[src/rtl/pwr_seq_pkg.sv]
package pwr_seq_pkg;

  typedef enum logic [3:0] {
    ST_IDLE    = 4'd0,
    ST_SAVE    = 4'd1,
    ST_SAVEW   = 4'd2,
    ST_GATE    = 4'd3,
    ST_ISO     = 4'd4,
    ST_RST     = 4'd5,
    ST_PWROFF  = 4'd6,
    ST_OFF     = 4'd7,
    ST_PWRON   = 4'd8,
    ST_RESTORE = 4'd9,
    ST_RESTW   = 4'd10,
    ST_UNGATE  = 4'd11,
    ST_UNISO   = 4'd12
  } psc_state_e;

  // Successor of each timed step in the chain.
  function automatic psc_state_e next_step(input psc_state_e s);
    case (s)
      ST_SAVEW:  next_step = ST_GATE;
      ST_GATE:   next_step = ST_ISO;
      ST_ISO:    next_step = ST_RST;
      ST_RST:    next_step = ST_PWROFF;
      ST_PWROFF: next_step = ST_OFF;
      ST_PWRON:  next_step = ST_RESTORE;
      ST_RESTW:  next_step = ST_UNGATE;
      ST_UNGATE: next_step = ST_UNISO;
      default:   next_step = ST_IDLE;
    endcase
  endfunction

  // States in which a wake event must be remembered.
  function automatic logic going_down(input psc_state_e s);
    going_down = (s == ST_SAVE) || (s == ST_SAVEW) || (s == ST_GATE) ||
                 (s == ST_ISO) || (s == ST_RST) || (s == ST_PWROFF);
  endfunction

endpackage

[src/rtl/psc_ret_ram.sv]
module psc_ret_ram #(
  parameter int DW    = 16,
  parameter int DEPTH = 16,
  localparam int AW   = $clog2(DEPTH)
) (
  input  logic          clk,
  input  logic          we,
  input  logic [AW-1:0] waddr,
  input  logic [DW-1:0] wdata,
  input  logic [AW-1:0] raddr,
  output logic [DW-1:0] rdata
);

  logic [DW-1:0] mem [DEPTH];

  // Simple dual-port array with registered read, no reset.
  always_ff @(posedge clk) begin
    if (we) mem[waddr] <= wdata;
    rdata <= mem[raddr];
  end

endmodule

[src/rtl/psc_sleep_timer.sv]
module psc_sleep_timer #(
  parameter int TW = 16
) (
  input  logic          clk,
  input  logic          rst,
  input  logic          load,
  input  logic [TW-1:0] load_val,
  input  logic          tick,
  input  logic          clr,
  output logic          zero
);

  logic [TW-1:0] cnt;
  logic          run;

  always_ff @(posedge clk) begin
    if (rst) begin
      cnt <= '0;
      run <= 1'b0;
    end else if (clr) begin
      run <= 1'b0;
    end else if (load) begin
      cnt <= load_val;
      run <= 1'b1;
    end else if (tick && run && (cnt != '0)) begin
      cnt <= cnt - 1'b1;
    end
  end

  assign zero = run && (cnt == '0);

  // Without a tick, the remaining time never moves.
  assert_timer_hold_R6: assert property (@(posedge clk) disable iff (rst)
    (run && !load && !clr && !tick) |=> $stable(cnt));

endmodule

[src/rtl/psc_xfer_engine.sv]
module psc_xfer_engine #(
  parameter int DW    = 16,
  parameter int DEPTH = 16,
  localparam int AW   = $clog2(DEPTH)
) (
  input  logic          clk,
  input  logic          rst,
  input  logic          start,
  input  logic          restore,
  input  logic [AW:0]   count,
  input  logic [DW-1:0] ram_rdata,
  output logic          ram_we,
  output logic [AW-1:0] ram_waddr,
  output logic [AW-1:0] ram_raddr,
  output logic [AW-1:0] dom_addr,
  output logic          dom_rd_en,
  output logic          dom_wr_en,
  output logic [DW-1:0] dom_wr_data,
  output logic          done
);

  logic          run;
  logic          dir_q;
  logic [AW-1:0] idx;
  logic [AW:0]   last;
  logic          p_vld;
  logic [AW-1:0] p_idx;
  logic          zdone;

  always_ff @(posedge clk) begin
    if (rst) begin
      run   <= 1'b0;
      dir_q <= 1'b0;
      idx   <= '0;
      last  <= '0;
      p_vld <= 1'b0;
      p_idx <= '0;
      zdone <= 1'b0;
    end else begin
      zdone <= start && (count == '0);
      p_vld <= run;
      p_idx <= idx;
      if (start) begin
        run   <= (count != '0);
        idx   <= '0;
        last  <= count - 1'b1;
        dir_q <= restore;
      end else if (run) begin
        if ({1'b0, idx} == last) run <= 1'b0;
        idx <= idx + 1'b1;
      end
    end
  end

  // Issue stage: read the domain (save) or the retention array (restore).
  assign dom_rd_en   = run && !dir_q;
  assign ram_raddr   = idx;
  // Second stage: capture into retention (save) or write back (restore).
  assign ram_we      = p_vld && !dir_q;
  assign ram_waddr   = p_idx;
  assign dom_wr_en   = p_vld && dir_q;
  assign dom_wr_data = ram_rdata;
  assign dom_addr    = dir_q ? p_idx : idx;
  assign done        = (p_vld && !run) || zdone;

  assert_single_direction_R3: assert property (@(posedge clk) disable iff (rst)
    !(dom_rd_en && dom_wr_en));

  assert_capture_follows_read_R3: assert property (@(posedge clk) disable iff (rst)
    dom_rd_en |=> ram_we);

endmodule

[src/rtl/pwr_seq_ctrl.sv]
module pwr_seq_ctrl
  import pwr_seq_pkg::*;
#(
  parameter int DW        = 16,
  parameter int DEPTH     = 16,
  parameter int TW        = 16,
  parameter int SWW       = 4,
  parameter int MIN_SLEEP = 8,
  localparam int AW       = $clog2(DEPTH)
) (
  input  logic          clk,
  input  logic          rst,
  input  logic          sleep_req,
  input  logic          wake_evt,
  input  logic          sleep_tick,
  input  logic [TW-1:0] timer_load_val,
  input  logic [SWW-1:0] step_wait,
  input  logic [AW:0]   xfer_words,
  output logic [AW-1:0] dom_addr,
  output logic          dom_rd_en,
  input  logic [DW-1:0] dom_rd_data,
  output logic          dom_wr_en,
  output logic [DW-1:0] dom_wr_data,
  output logic          dom_clk_en,
  output logic          dom_iso_en,
  output logic          dom_rst,
  output logic          dom_pwr_off,
  output logic          busy,
  output logic          sleep_refused
);

  localparam logic [AW:0]   DEPTH_W = (AW+1)'(DEPTH);
  localparam logic [TW-1:0] MIN_W   = TW'(MIN_SLEEP);

  psc_state_e    st;
  logic [SWW-1:0] wcnt;
  logic [AW:0]   words_q;
  logic [AW:0]   words_lim;
  logic          wake_pend;
  logic          clk_en_q, iso_q, rst_q, off_q, refused_q;

  logic          accept, wait_done, wake_any, tmr_zero;
  logic          xfer_start, xfer_restore, xfer_done;
  logic [AW:0]   xfer_count;
  logic          ram_we;
  logic [AW-1:0] ram_waddr, ram_raddr;
  logic [DW-1:0] ram_rdata;

  assign words_lim    = (xfer_words > DEPTH_W) ? DEPTH_W : xfer_words;
  assign accept       = (st == ST_IDLE) && sleep_req && (timer_load_val >= MIN_W);
  assign wait_done    = (wcnt == step_wait);
  assign wake_any     = wake_pend || wake_evt || tmr_zero;
  assign xfer_restore = (st == ST_PWRON);
  assign xfer_start   = accept || ((st == ST_PWRON) && wait_done);
  assign xfer_count   = (st == ST_IDLE) ? words_lim : words_q;

  always_ff @(posedge clk) begin
    if (rst) begin
      st        <= ST_IDLE;
      wcnt      <= '0;
      words_q   <= '0;
      wake_pend <= 1'b0;
      clk_en_q  <= 1'b1;
      iso_q     <= 1'b0;
      rst_q     <= 1'b0;
      off_q     <= 1'b0;
      refused_q <= 1'b0;
    end else begin
      if (going_down(st) && wake_evt) wake_pend <= 1'b1;
      case (st)
        ST_IDLE: begin
          if (sleep_req) begin
            if (timer_load_val < MIN_W) begin
              refused_q <= 1'b1;
            end else begin
              refused_q <= 1'b0;
              words_q   <= words_lim;
              wake_pend <= 1'b0;
              st        <= ST_SAVE;
            end
          end
        end
        ST_SAVE: begin
          if (xfer_done) begin
            wcnt <= '0;
            st   <= ST_SAVEW;
          end
        end
        ST_RESTORE: begin
          if (xfer_done) begin
            wcnt <= '0;
            st   <= ST_RESTW;
          end
        end
        ST_OFF: begin
          if (wake_any) begin
            off_q     <= 1'b0;
            rst_q     <= 1'b0;
            wake_pend <= 1'b0;
            wcnt      <= '0;
            st        <= ST_PWRON;
          end
        end
        default: begin
          if (wait_done) begin
            wcnt <= '0;
            st   <= next_step(st);
            case (next_step(st))
              ST_GATE:   clk_en_q <= 1'b0;
              ST_ISO:    iso_q    <= 1'b1;
              ST_RST:    rst_q    <= 1'b1;
              ST_PWROFF: off_q    <= 1'b1;
              ST_UNGATE: clk_en_q <= 1'b1;
              ST_UNISO:  iso_q    <= 1'b0;
              default:   ;
            endcase
          end else begin
            wcnt <= wcnt + 1'b1;
          end
        end
      endcase
    end
  end

  psc_sleep_timer #(.TW(TW)) u_timer (
    .clk      (clk),
    .rst      (rst),
    .load     (accept),
    .load_val (timer_load_val),
    .tick     (sleep_tick),
    .clr      ((st == ST_OFF) && wake_any),
    .zero     (tmr_zero)
  );

  psc_xfer_engine #(.DW(DW), .DEPTH(DEPTH)) u_xfer (
    .clk         (clk),
    .rst         (rst),
    .start       (xfer_start),
    .restore     (xfer_restore),
    .count       (xfer_count),
    .ram_rdata   (ram_rdata),
    .ram_we      (ram_we),
    .ram_waddr   (ram_waddr),
    .ram_raddr   (ram_raddr),
    .dom_addr    (dom_addr),
    .dom_rd_en   (dom_rd_en),
    .dom_wr_en   (dom_wr_en),
    .dom_wr_data (dom_wr_data),
    .done        (xfer_done)
  );

  psc_ret_ram #(.DW(DW), .DEPTH(DEPTH)) u_ram (
    .clk   (clk),
    .we    (ram_we),
    .waddr (ram_waddr),
    .wdata (dom_rd_data),
    .raddr (ram_raddr),
    .rdata (ram_rdata)
  );

  assign dom_clk_en    = clk_en_q;
  assign dom_iso_en    = iso_q;
  assign dom_rst       = rst_q;
  assign dom_pwr_off   = off_q;
  assign busy          = (st != ST_IDLE);
  assign sleep_refused = refused_q;

  assert_refuse_short_R2: assert property (@(posedge clk) disable iff (rst)
    (!busy && sleep_req && (timer_load_val < MIN_W)) |=> (sleep_refused && !busy));

  assert_off_is_isolated_R4: assert property (@(posedge clk) disable iff (rst)
    dom_pwr_off |-> (dom_iso_en && !dom_clk_en));

  assert_iso_after_gate_R4: assert property (@(posedge clk) disable iff (rst)
    $rose(dom_iso_en) |-> !dom_clk_en);

  assert_reset_covers_off_R5: assert property (@(posedge clk) disable iff (rst)
    dom_pwr_off |-> dom_rst);

  assert_release_together_R5: assert property (@(posedge clk) disable iff (rst)
    $fell(dom_pwr_off) |-> $fell(dom_rst));

  assert_ungate_first_R9: assert property (@(posedge clk) disable iff (rst)
    $fell(dom_iso_en) |-> dom_clk_en);

  assert_restore_powered_R9: assert property (@(posedge clk) disable iff (rst)
    dom_wr_en |-> (!dom_pwr_off && !dom_rst && dom_iso_en));

  assert_no_capture_isolated_R10: assert property (@(posedge clk) disable iff (rst)
    (ram_we || dom_rd_en) |-> !dom_iso_en);

endmodule

[config.mk]
export PLATFORM = sky130hd
export DESIGN_NAME = pwr_seq_ctrl
export DESIGN_NICKNAME = d
export VERILOG_FILES = /design/src/rtl/pwr_seq_pkg.sv /design/src/rtl/psc_ret_ram.sv /design/src/rtl/psc_sleep_timer.sv /design/src/rtl/psc_xfer_engine.sv /design/src/rtl/pwr_seq_ctrl.sv
export SDC_FILE = /design/constraint.sdc
export NUM_CORES = 1
export LEC_CHECK = 0
export ABC_AREA = 1
export BUFFER_PORTS_ARGS = -buffer_cell sky130_fd_sc_hd__clkbuf_2
export CAP_MARGIN = 0
export CORE_MARGIN = 2
export CORE_UTILIZATION = 50
export CTS_BUF_LIST = sky130_fd_sc_hd__clkbuf_2
export CTS_CLUSTER_DIAMETER = 150
export DETAILED_ROUTE_END_ITERATION = 10
export PLACE_DENSITY = 0.67
export SYNTH_ARGS = -nofsm -noshare
export SYNTH_HDL_FRONTEND = slang
export SYNTH_SLANG_ARGS = --single-unit
export TNS_END_PERCENT = 10
[constraint.sdc]
create_clock -name clk -period 6.1 [get_ports clk]
set_clock_uncertainty 0.05 [all_clocks]
set_input_delay 1.22 -clock clk [delete_from_list [all_inputs] [get_ports clk]]
set_output_delay 1.22 -clock clk [all_outputs]
set_load 0.01 [all_outputs]
Word level (Yosys, flattened, before mapping)
Memories as Yosys holds them, arrays and structs flattened. A register that Yosys moved wholly into a read port is not among the register bits. Index checks and enable logic that the tools add are counted.

Register bits: 53. Latch bits: 0. Bits in writable memories: 256. ROM bits: 128. Input bits: 46. Output and inout bits: 28. Logic and storage cells: 150. Memories kept: 3.

$add $sub $neg: 4. $mul: 0. Divide/modulo/power cells: 0. $lt $le $gt $ge: 3. Eq/ne operators: 23. Shift-type cells: 0. Multiplexer cells: 43. Bitwise logic cells: 5. Reductions and logical operators: 51.

Memory list: u_ram.mem (words 16, bits a word 16, read ports 1, clocked after memory_dff 1, write ports 1, line psc_ret_ram.sv:14) `logic [DW-1:0] mem [DEPTH];`; (no name shown) (words 16, bits a word 4, read ports 1, clocked after memory_dff 1, write ports 0, line pwr_seq_pkg.sv:21) `case (s)`; (no name shown) (words 16, bits a word 4, read ports 1, clocked after memory_dff 1, write ports 0, line pwr_seq_pkg.sv:21).

Operators with widths (number): $mux W4 (17); $mux W16 (2); $eq A4 B3 Y1 const B (7); $eq A4 B4 Y1 const B (4); $ge A16 B4 Y1 const B (1); $logic_not A16 Y1 (1); $lt A16 B4 Y1 const B (1); $pmux W4 S4 (1); $reduce_bool A16 Y1 (1); $sub A16 B1 Y16 const B (1); $mux W1 (15); $logic_and A1 B1 Y1 (13); $eq A4 B2 Y1 const B (3); $pmux W4 S3 (1); $reduce_and A3 Y1 (4); $reduce_bool A2 Y1 (6); $mux W5 (2); $pmux W1 S2 (5); $reduce_bool A5 Y1 (2); $logic_or A1 B1 Y1 (9); $add A4 B1 Y4 const B (2); $reduce_and A4 Y1 (2); $ne A2 B1 Y1 const B (3); $ne A2 B2 Y1 const B (3); other kinds (15) (23).

Longest topological paths before layout
Gate-level depths: netlist of run 1.

Word-level depth: 11. Gate-level depth with buffers: 14. Depth with buffers taken out: 14.

Modules after synthesis
Synthesis of run 1 repeated with hierarchy kept, for this count alone.

Cells, all modules: 1655. Area, all modules: 15000.6 sq um.

Modules (own cells, without submodules): psc_ret_ram (times used 1, cells an instance 1076, area an instance 11385.9 sq um, sequential area each 8007.7 sq um); pwr_seq_ctrl (times used 1, cells an instance 230, area an instance 1477.7 sq um, sequential area each 460.4 sq um); psc_sleep_timer (times used 1, cells an instance 229, area an instance 1251.2 sq um, sequential area each 340.3 sq um); psc_xfer_engine (times used 1, cells an instance 120, area an instance 885.8 sq um, sequential area each 340.3 sq um).

Worst setup path after synthesis of run 1
OpenSTA, ideal clock, no wires.

Path type: register to output. Start: register u_xfer.idx[3], in the netlist u_xfer.ram_raddr[3]. End: output port dom_addr[3]. Data arrival time: 1.305 ns. Required time: 4.830 ns. Path slack: 3.525 ns. Stages on the path, launching flop included: 6. Buffers on the path: 3. Path through: dfxtp_1 clkbuf_1 inv_1 clkbuf_1 clkbuf_1 o21ai_0.

Cells in the longest elaborated chain, start to end: 1.

Ends and longest elaborated chain: start: declaration (line psc_xfer_engine.sv:24) `logic [AW-1:0] idx;`; start signal: assignment (line psc_xfer_engine.sv:50) `idx <= idx + 1'b1;`; $mux W4 (line psc_xfer_engine.sv:63) `assign dom_addr = dir_q ? p_idx : idx;`; end: declaration (line pwr_seq_ctrl.sv:19) `output logic [AW-1:0] dom_addr,`.

No other way between the ends.

Final worst setup path of run 1
Start: register u_xfer.idx[2], in the netlist u_xfer.ram_raddr[2]. End: output port dom_addr[2].

The elaborated chain is that of the path after synthesis.

==> results of run 1 <==
-- report_power, final --
| part | internal [mW] | switching, mW |
|---|---|---|
| logic | 0.525 | 1.04 |
| clock network | 0.597 | 0.901 |
| registers | 2.58 | 0.153 |
-- path summary, 6_finish.rpt --
kind,cells after the start,to,from,slack (ns)
setup / recovery,3,dom_addr[2],u_xfer.ram_raddr[2],2.30
hold / removal,2,dom_pwr_off,dom_pwr_off,0.40
setup reg to reg,7,u_ram.rdata[10],u_xfer.ram_raddr[0],3.45
hold reg to reg,2,dom_pwr_off,dom_pwr_off,0.40
-- synthesized netlist by cell type, types with 2 or more instances --
cell type	n
nand3b_1	2
nor2_4	2
nand2_4	2
nor3b_1	2
buf_4	3
nand3_2	4
nand2_1	150
nor2_1	211
nor4_1	3
edfxtp_1	256
nor3_1	11
a31oi_1	3
inv_2	6
o22ai_1	20
ha_1	5
dfxtp_1	73
a21oi_2	2
inv_1	61
a211oi_1	2
o221ai_1	47
buf_2	3
o211ai_1	17
o31ai_1	3
o21ai_0	168
clkbuf_1	58
o21ai_1	4
xor2_1	5
nand3_1	46
xnor2_1	4
nand2_2	6
a21oi_1	33
-- per-stage QoR --
stage / cell area [um^2] / power [mW] / hold WS (ns) / util / std cells
CTS: 15010 / 5.838 / 0.4039 / 0.5617 / 1748
detailed placement: 14220 / 4.338 / 0.3909 / 0.5322 / 1592
global route: 15010 / 6.206 / 0.4345 / 0.5618 / 1749
global placement: 14220 / 4.319 / 0.3818 / 0.5322 / 1592
finish: 15010 / 5.799 / 0.4025 / 0.5618 / 1749
floorplan: 13520 / 3.946 / 0.3731 / - / 1228
-- cells by family (layout without fill, tap and decap cells) --
group,Yosys count,in the layout,synth area share
simple gates,445,445,0.1393
flops,329,329,0.6765
compound gates,304,304,0.1337
buf+inv,135,314,0.03923
xor+xnor,9,9,0.005829
fa+ha+maj,5,5,0.004626
mux,1,1,0.0007402
other cells,0,1,0
-- state kept, by name (all words and copies together) (netlist names), 4 cells and up, named ones only --
name              flops
u_ram.mem           256
u_ram.rdata          16
u_timer.cnt          16
u_xfer.last           5
words_q               5
st                    4
u_xfer.ram_raddr      4
u_xfer.ram_waddr      4
wcnt                  4
-- worst min-delay path, cell delays in order, from the launching register on --
cell and delay, ns:
dfxtp_1 0.32, inv_1 0.05, a21oi_1 0.05
-- layout make-up --
class                   instances  area share
diodes                          1   0.0001667
clock buffers                 136     0.04534
clock inverters                20    0.007167
inverters                      69     0.01742
multi-input cells             764      0.2594
flip-flops and latches        329      0.6098
well taps                     341     0.02842
repair buffers                 89     0.03234
-- per-layer routing --
layer,share of wire,track usage,routed length [um]
met5,0,0,0
met4,0.030,0.1008,949
met3,0.064,0.04209,2030
met2,0.46,0.3555,14500
met1,0.45,0.3088,14200
==> impl_results.md, run 1 <==
* Worst-path cell chain: clkinv_1 > o21ai_0 > clkbuf_2
* GP Congestion at around 0.85
* CTS buffer count at 84
* Multi-input logic area at a little under 4000 um^2
* LEAKAGE at 5.552 nW
* 1st-pass router iterations at 5
* Vias post-DR at roughly 9.8k
* Area contributors post-synth: edfxtp_1, dfxtp_1, o21ai_0
* Biggest area consumer among synthesized cells: edfxtp_1
* Final setup vio count at 0
* Hold Fails Final Rpt at 0
* Critical path's largest stage delay at about 1.1 ns
* Clk buf depth at 3
* Total GRT Usage at 0.2258
* Commonest cells after routing, fill and taps aside: edfxtp_1, clkbuf_2, nor2_1
* Yosys cell types at 47
* Post-synthesis cell area at 13,520 um^2
* DPL Wire Length at roughly 17,000 um
* Tightest Pin Transition at around 1.2 ns
* Final period util at 0.6227
* Clock root cell: clkbuf_2
* CP top delay family: flip-flops
* Wire per inst at 18.11 um
* Ys async rst share at 0
* Vias per inst at 5.593
* Rows at 60
* FF+latch area at around 9200 um^2
* Die height at 168.5 um
* CTS H-Tree Depth at 3
* MaxCap Viol Count at 0
* Chip Width at roughly 170 um
* Hold bufs inserted after CTS at 0
* Worst Path Arrival at roughly 2.5 ns
* Nets at ~1.4k
* Critical path startpoint category: register
* GRT Residual Overflow at 0
* Tmin final at between 3 and 4 ns
* DR DRC count at 0
* Worst slew margin at 0.1715
* Outcome: complete, no violations
* Filler cells at ~2.3k
* TritonCTS clock tree: yes
* Clock sinks at between 300 and 400
* Ys flop type: edfxtp_1
* Core area at 26,730 um^2
* Fin worst setup slack at ~2.3 ns
* Post-CTS sizing at 0
* RSZ-0062 raised after global routing: false
* Syn. warnings at 0
* Most common cell after layout, fill and taps aside: edfxtp_1
* Pins Over Slew Limit at 0
* Pre-CTS setup slack at 2.781 ns
* Syn Nets at approximately 1.3k
* Number of synthesized flops with an enable pin at 256
* Final wirelength at around 32,000 um
* Worst-Skew Late Latency at 0.88 ns
* CP Max Fanout at 44
* Max VDD drop at approximately 0.17 mV
* DRT antenna net count at 0
* First-pass GRT wire length at between 40,000 and 50,000 um
* Vias in the first global route at approximately 9.4k
* Seq cells post-synth at around 330
* Critical path type: register to primary output
* Clk slew on worst S/H paths at 0.09 ns
* Die area at 28,380 um^2
* Post-Syn Area per Cell at approximately 11 um^2
* Initial antenna violation count at 1
* # IOs at 74
* Initial Util at 0.5060
* Req. time, crit path at 4.83 ns
* Crit. End Element: primary output
* Share of the synthesized area in the top cell type at 0.5685
* Syn-to-layout area delta at 11.02%
* DRT iter0 DRCs at between 700 and 800
* Fmax at approximately 260 MHz
* Sequential area share after synthesis at 0.6765
* Slowest-stage cell, CP: dfxtp_2
* Synthesized instance count at 1,228
* Power per cell area at just under 400 nW/um^2
* Largest net degree at the start of global routing at between 80 and 90
* Post-CTS setup buffers at 0
* Port-buffer cells at 73
* Bufs and invs on worst path at 2
* Layout cells sized above 1 at 0.2004
* Post-route setup TNS at 0 ns
* HP Class: register to register
Power figures use the tool's default switching activity.
==> run 2: changes to the inputs <==
--- a/config.mk
+++ b/config.mk
@@ -5,7 +5,7 @@
 export SDC_FILE = /design/constraint.sdc
 export NUM_CORES = 1
 export LEC_CHECK = 0
-export ABC_AREA = 1
+export ABC_AREA = 0
 export BUFFER_PORTS_ARGS = -buffer_cell sky130_fd_sc_hd__clkbuf_2
 export CAP_MARGIN = 0
 export CORE_MARGIN = 2
@@ -13,7 +13,7 @@
 export CTS_BUF_LIST = sky130_fd_sc_hd__clkbuf_2
 export CTS_CLUSTER_DIAMETER = 150
 export DETAILED_ROUTE_END_ITERATION = 10
-export PLACE_DENSITY = 0.67
+export PLACE_DENSITY = 0.7
 export SYNTH_ARGS = -nofsm -noshare
 export SYNTH_HDL_FRONTEND = slang
 export SYNTH_SLANG_ARGS = --single-unit
==> constraint.sdc (replaced) <==
create_clock -name clk -period 3.2 [get_ports clk]
set_clock_uncertainty 0.05 [all_clocks]
set_input_delay 0.64 -clock clk [delete_from_list [all_inputs] [get_ports clk]]
set_output_delay 0.64 -clock clk [all_outputs]
set_load 0.01 [all_outputs]
==> run 2 against run 1 <==
  * Via count decreased by 22%
  * Core utilization increased by 1.6 points
  * Routed wire length decreased by 14%
  * Register-to-register slack got worse by 3.0 ns
  * First-iteration DRC count decreased by 2.5%
  * Non-clock buffer count increased by 21
  * Critical path depth unchanged
  * Setup slack got worse by 2.0 ns
  * Combinational power increased by 23%
  * Sequential power increased by 83%
  * Die area decreased by 2.1%
  * Clock power increased by 81%
  * Largest power group unchanged
  * Highest routed layer unchanged
==> impl_results.md, run 2 <==
* Outcome: complete, no violations
* Ys flop type: edfxtp_1
* Req. time, crit path at 2.51 ns (-2.32 ns)
* Bufs and invs on worst path at 2 (unchanged)
* Met3 Track Usage GR at 0.04301 (+0.0009277)
* Most common cell after layout, fill and taps aside: edfxtp_1
* Syn-to-layout area delta at 13.54%
* Worst-Skew Late Latency at 0.90 ns (+0.02 ns)
* Clock root cell: clkbuf_2
* Power per cell area at 642.2 nW/um^2 (+66%)
* Port-buffer cells at 73 (unchanged)
* Commonest cells post-synth: edfxtp_1, mux4_2, dfxtp_1
* First-pass GRT wire length at 42,460 um (-15%)
* Largest register FFs at 256 (unchanged)
* TritonCTS clock tree: yes
* Initial antenna violation count at 1 (unchanged)
* Met1 Usage GRT at 0.2692 (-0.03959)
* Met2 Use GR at 0.3259 (-0.02961)
* Vias in the first global route at 7,598 (-19%)
* Fmax at about 340 MHz
* Layout cells sized above 1 at 0.3431 (+0.1427)
* RSZ-0062 raised after global routing: false
* 1st-pass router iterations at 5 (unchanged)
* Clock sinks at 329 (unchanged)
* Filler cells at 2,084 (-9.0%)
* Area contributors post-synth: edfxtp_1, mux4_2, dfxtp_1
* CP Max Fanout at 15 (-66%)
* Core area at 25,980 um^2 (-2.8%)
* Final setup vio count at 0 (unchanged)
* Critical path startpoint category: register
* Inst Count DP at 1,198 (-25%)
* Slowest-stage cell, CP: dfxtp_1
* Die height at 166.7 um (-1.1%)
* Die area at 27,780 um^2 (-2.1%)
* Biggest register: u_ram.mem
* Share of the synthesized area in the top cell type at 0.5811 (+0.01264)
* Syn. warnings at 0 (unchanged)
* Critical path's largest stage delay at 0.48 ns (-0.59 ns)
* Sequential area share after synthesis at 0.6916 (+0.01504)
* GP Congestion at 0.8381 (-1.1%)
* Hold Fails Final Rpt at 0 (unchanged)
* # IOs at 74 (unchanged)
* Wire per inst at 20.07 um (+11%)
* CP top delay family: flip-flops
* Final period util at 0.9059
* HP Class: input pin to register
* DR DRC count at 0 (unchanged)
* Global route hottest layer: met2
* Seq cells post-synth at 329 (unchanged)
* Pins Over Slew Limit at 0 (unchanged)
* Commonest cells after routing, fill and taps aside: edfxtp_1, clkbuf_2, mux4_2
* Tightest Pin Transition at 0.7393 ns (-0.5021 ns)
* Clk buf depth at 3 (unchanged)
* Worst slew margin at 0.4944 (+0.3229)
* DRT iter0 DRCs at 727 (-2.5%)
* Syn Nets at 859 (-33%)
* Clk slew on worst S/H paths at 0.08 ns (about the same)
* Ys async rst share at 0 (unchanged)
* Nets at 1,006 (-28%)
* Vias per inst at 5.609 (+0.28%)
* Worst Path Arrival at 2.21 ns (-0.32 ns)
* CTS H-Tree Depth at 3 (unchanged)
* Finished Core Util at 0.5781 (+0.01630)
* Post-synthesis cell area at 13,230 um^2 (-2.2%)
* Final wirelength at 27,280 um (-14%)
* Crit. End Element: primary output
* Vias post-DR at 7,622 (-22%)
* Yosys cell types at 58 (+23%)
* Post-route insts no fill at 1,359 (-22%)
* Initial Util at 0.5091 (+0.003108)
* Number of synthesized flops with an enable pin at 256 (unchanged)
* Synthesized instance count at 808 (-34%)
* Most frequent cell after synthesis: edfxtp_1
* GRT Residual Overflow at 0 (unchanged)
* Max VDD drop at 0.4032 mV (+130%)
* Critical path type: register to primary output
* Tmin final at 2.899 ns
* DPL Wire Length at 15,730 um (-10%)
* Largest net degree at the start of global routing at 71 (-18%)
* DRT antenna net count at 0 (unchanged)
* Post-Syn Area per Cell at 16.37 um^2 (+49%)
* Biggest area consumer among synthesized cells: edfxtp_1
* Chip Width at 166.7 um (-1.1%)
* Total GRT Usage at 0.1997 (-0.02616)
* CTS buffer count at 81 (-3.6%)
* Rows at 59 (-1.7%)
* Post-route setup TNS at 0 ns (unchanged)
* LEAKAGE at 5.101 nW (-8.1%)
* Largest registers: u_ram.mem: 256 flops, u_ram.rdata: 16 flops, u_timer.cnt: 16 flops
* MaxCap Viol Count at 0 (unchanged)
* Worst-path cell chain: nor4_4 > inv_1 > clkbuf_2
[run 2: cell types whose count changed after synthesis, moves of 47 or more]
| cell | before | now |
|---|---|---|
| o21ai_0 | 168 | 25 |
| o221ai_1 | 47 | 0 |
| nand2_1 | 150 | 45 |
| inv_1 | 61 | 6 |
| mux4_2 | 0 | 80 |
| nor2_1 | 211 | 61 |
[run 2: final cells by class]
class	instances	area (um^2)	area share
Antenna cell	1	2.502	0.0001666
Timing Repair Buffer	110	728.2	0.04848
Sequential cell	329	9154	0.6094
Tap cell	335	419.2	0.02790
Clock inverter	23	112.6	0.007497
Clock buffer	128	640.6	0.04265
Multi-Input combinational cell	427	3941	0.2624
Inverter	6	22.52	0.001499
[run 2: cell families after synthesis]
logic type	share of synthesized area
DFF	0.6916
and+or+nand+nor	0.08143
AOI/OAI and AO/OA	0.04928
muxes	0.1486
buffers and inverters	0.01513
xor gates and xnor gates	0.009269
adders and majority gates	0.004729
[run 2: power breakdown]
group / switching (mW) / internal, mW
clock network: 1.65 / 1.07
registers: 0.206 / 4.80
logic: 1.02 / 0.891
total: 2.88 / 6.77
[run 2: final timing paths]
path,cells after the start,slack [ns],to,start
worst max-delay path,3,0.30,busy,st[2]
worst min register to register,2,0.42,words_q[0],words_q[0]
worst max register to register,7,0.49,register,st[2]
worst min-delay path,3,0.11,words_q[1],xfer_words[1]
[run 2: routing by layer]
layer  vias to the layer above  wire (um)
met5                         -          0
met4                         0        553
met1                      3744      11360
met2                       286      13570
met3                        40       1791
li1                       3552          -
[run 2: worst min-delay path, stage by stage]
cell and delay [ns]:
clkbuf_2 0.11, nand3b_1 0.08, a21oi_1 0.06
[run 2: repair_timing]
action,4_1_cts,5_1_grt
hold buffers,9,0
hold endpoints to repair,24,0
setup endpoints to repair,0,1
gates resized for setup,0,1
buffers inserted,0,0
[run 2: metrics by stage]
step | area (um^2) | worst slack [ns] | hold WS (ns) | total power [mW]
final | 15020 | 0.3011 | 0.1054 | 9.646
after global routing | 15020 | 0.06809 | 0.02378 | 10.20
after CTS | 15010 | 0.05153 | 0.01068 | 9.751
after detailed placement | 14170 | 0.4477 | 0.4027 | 7.012
after global placement | 14170 | 0.5690 | 0.4030 | 6.987
after floorplan | 13230 | 0.5530 | 0.3857 | 6.497
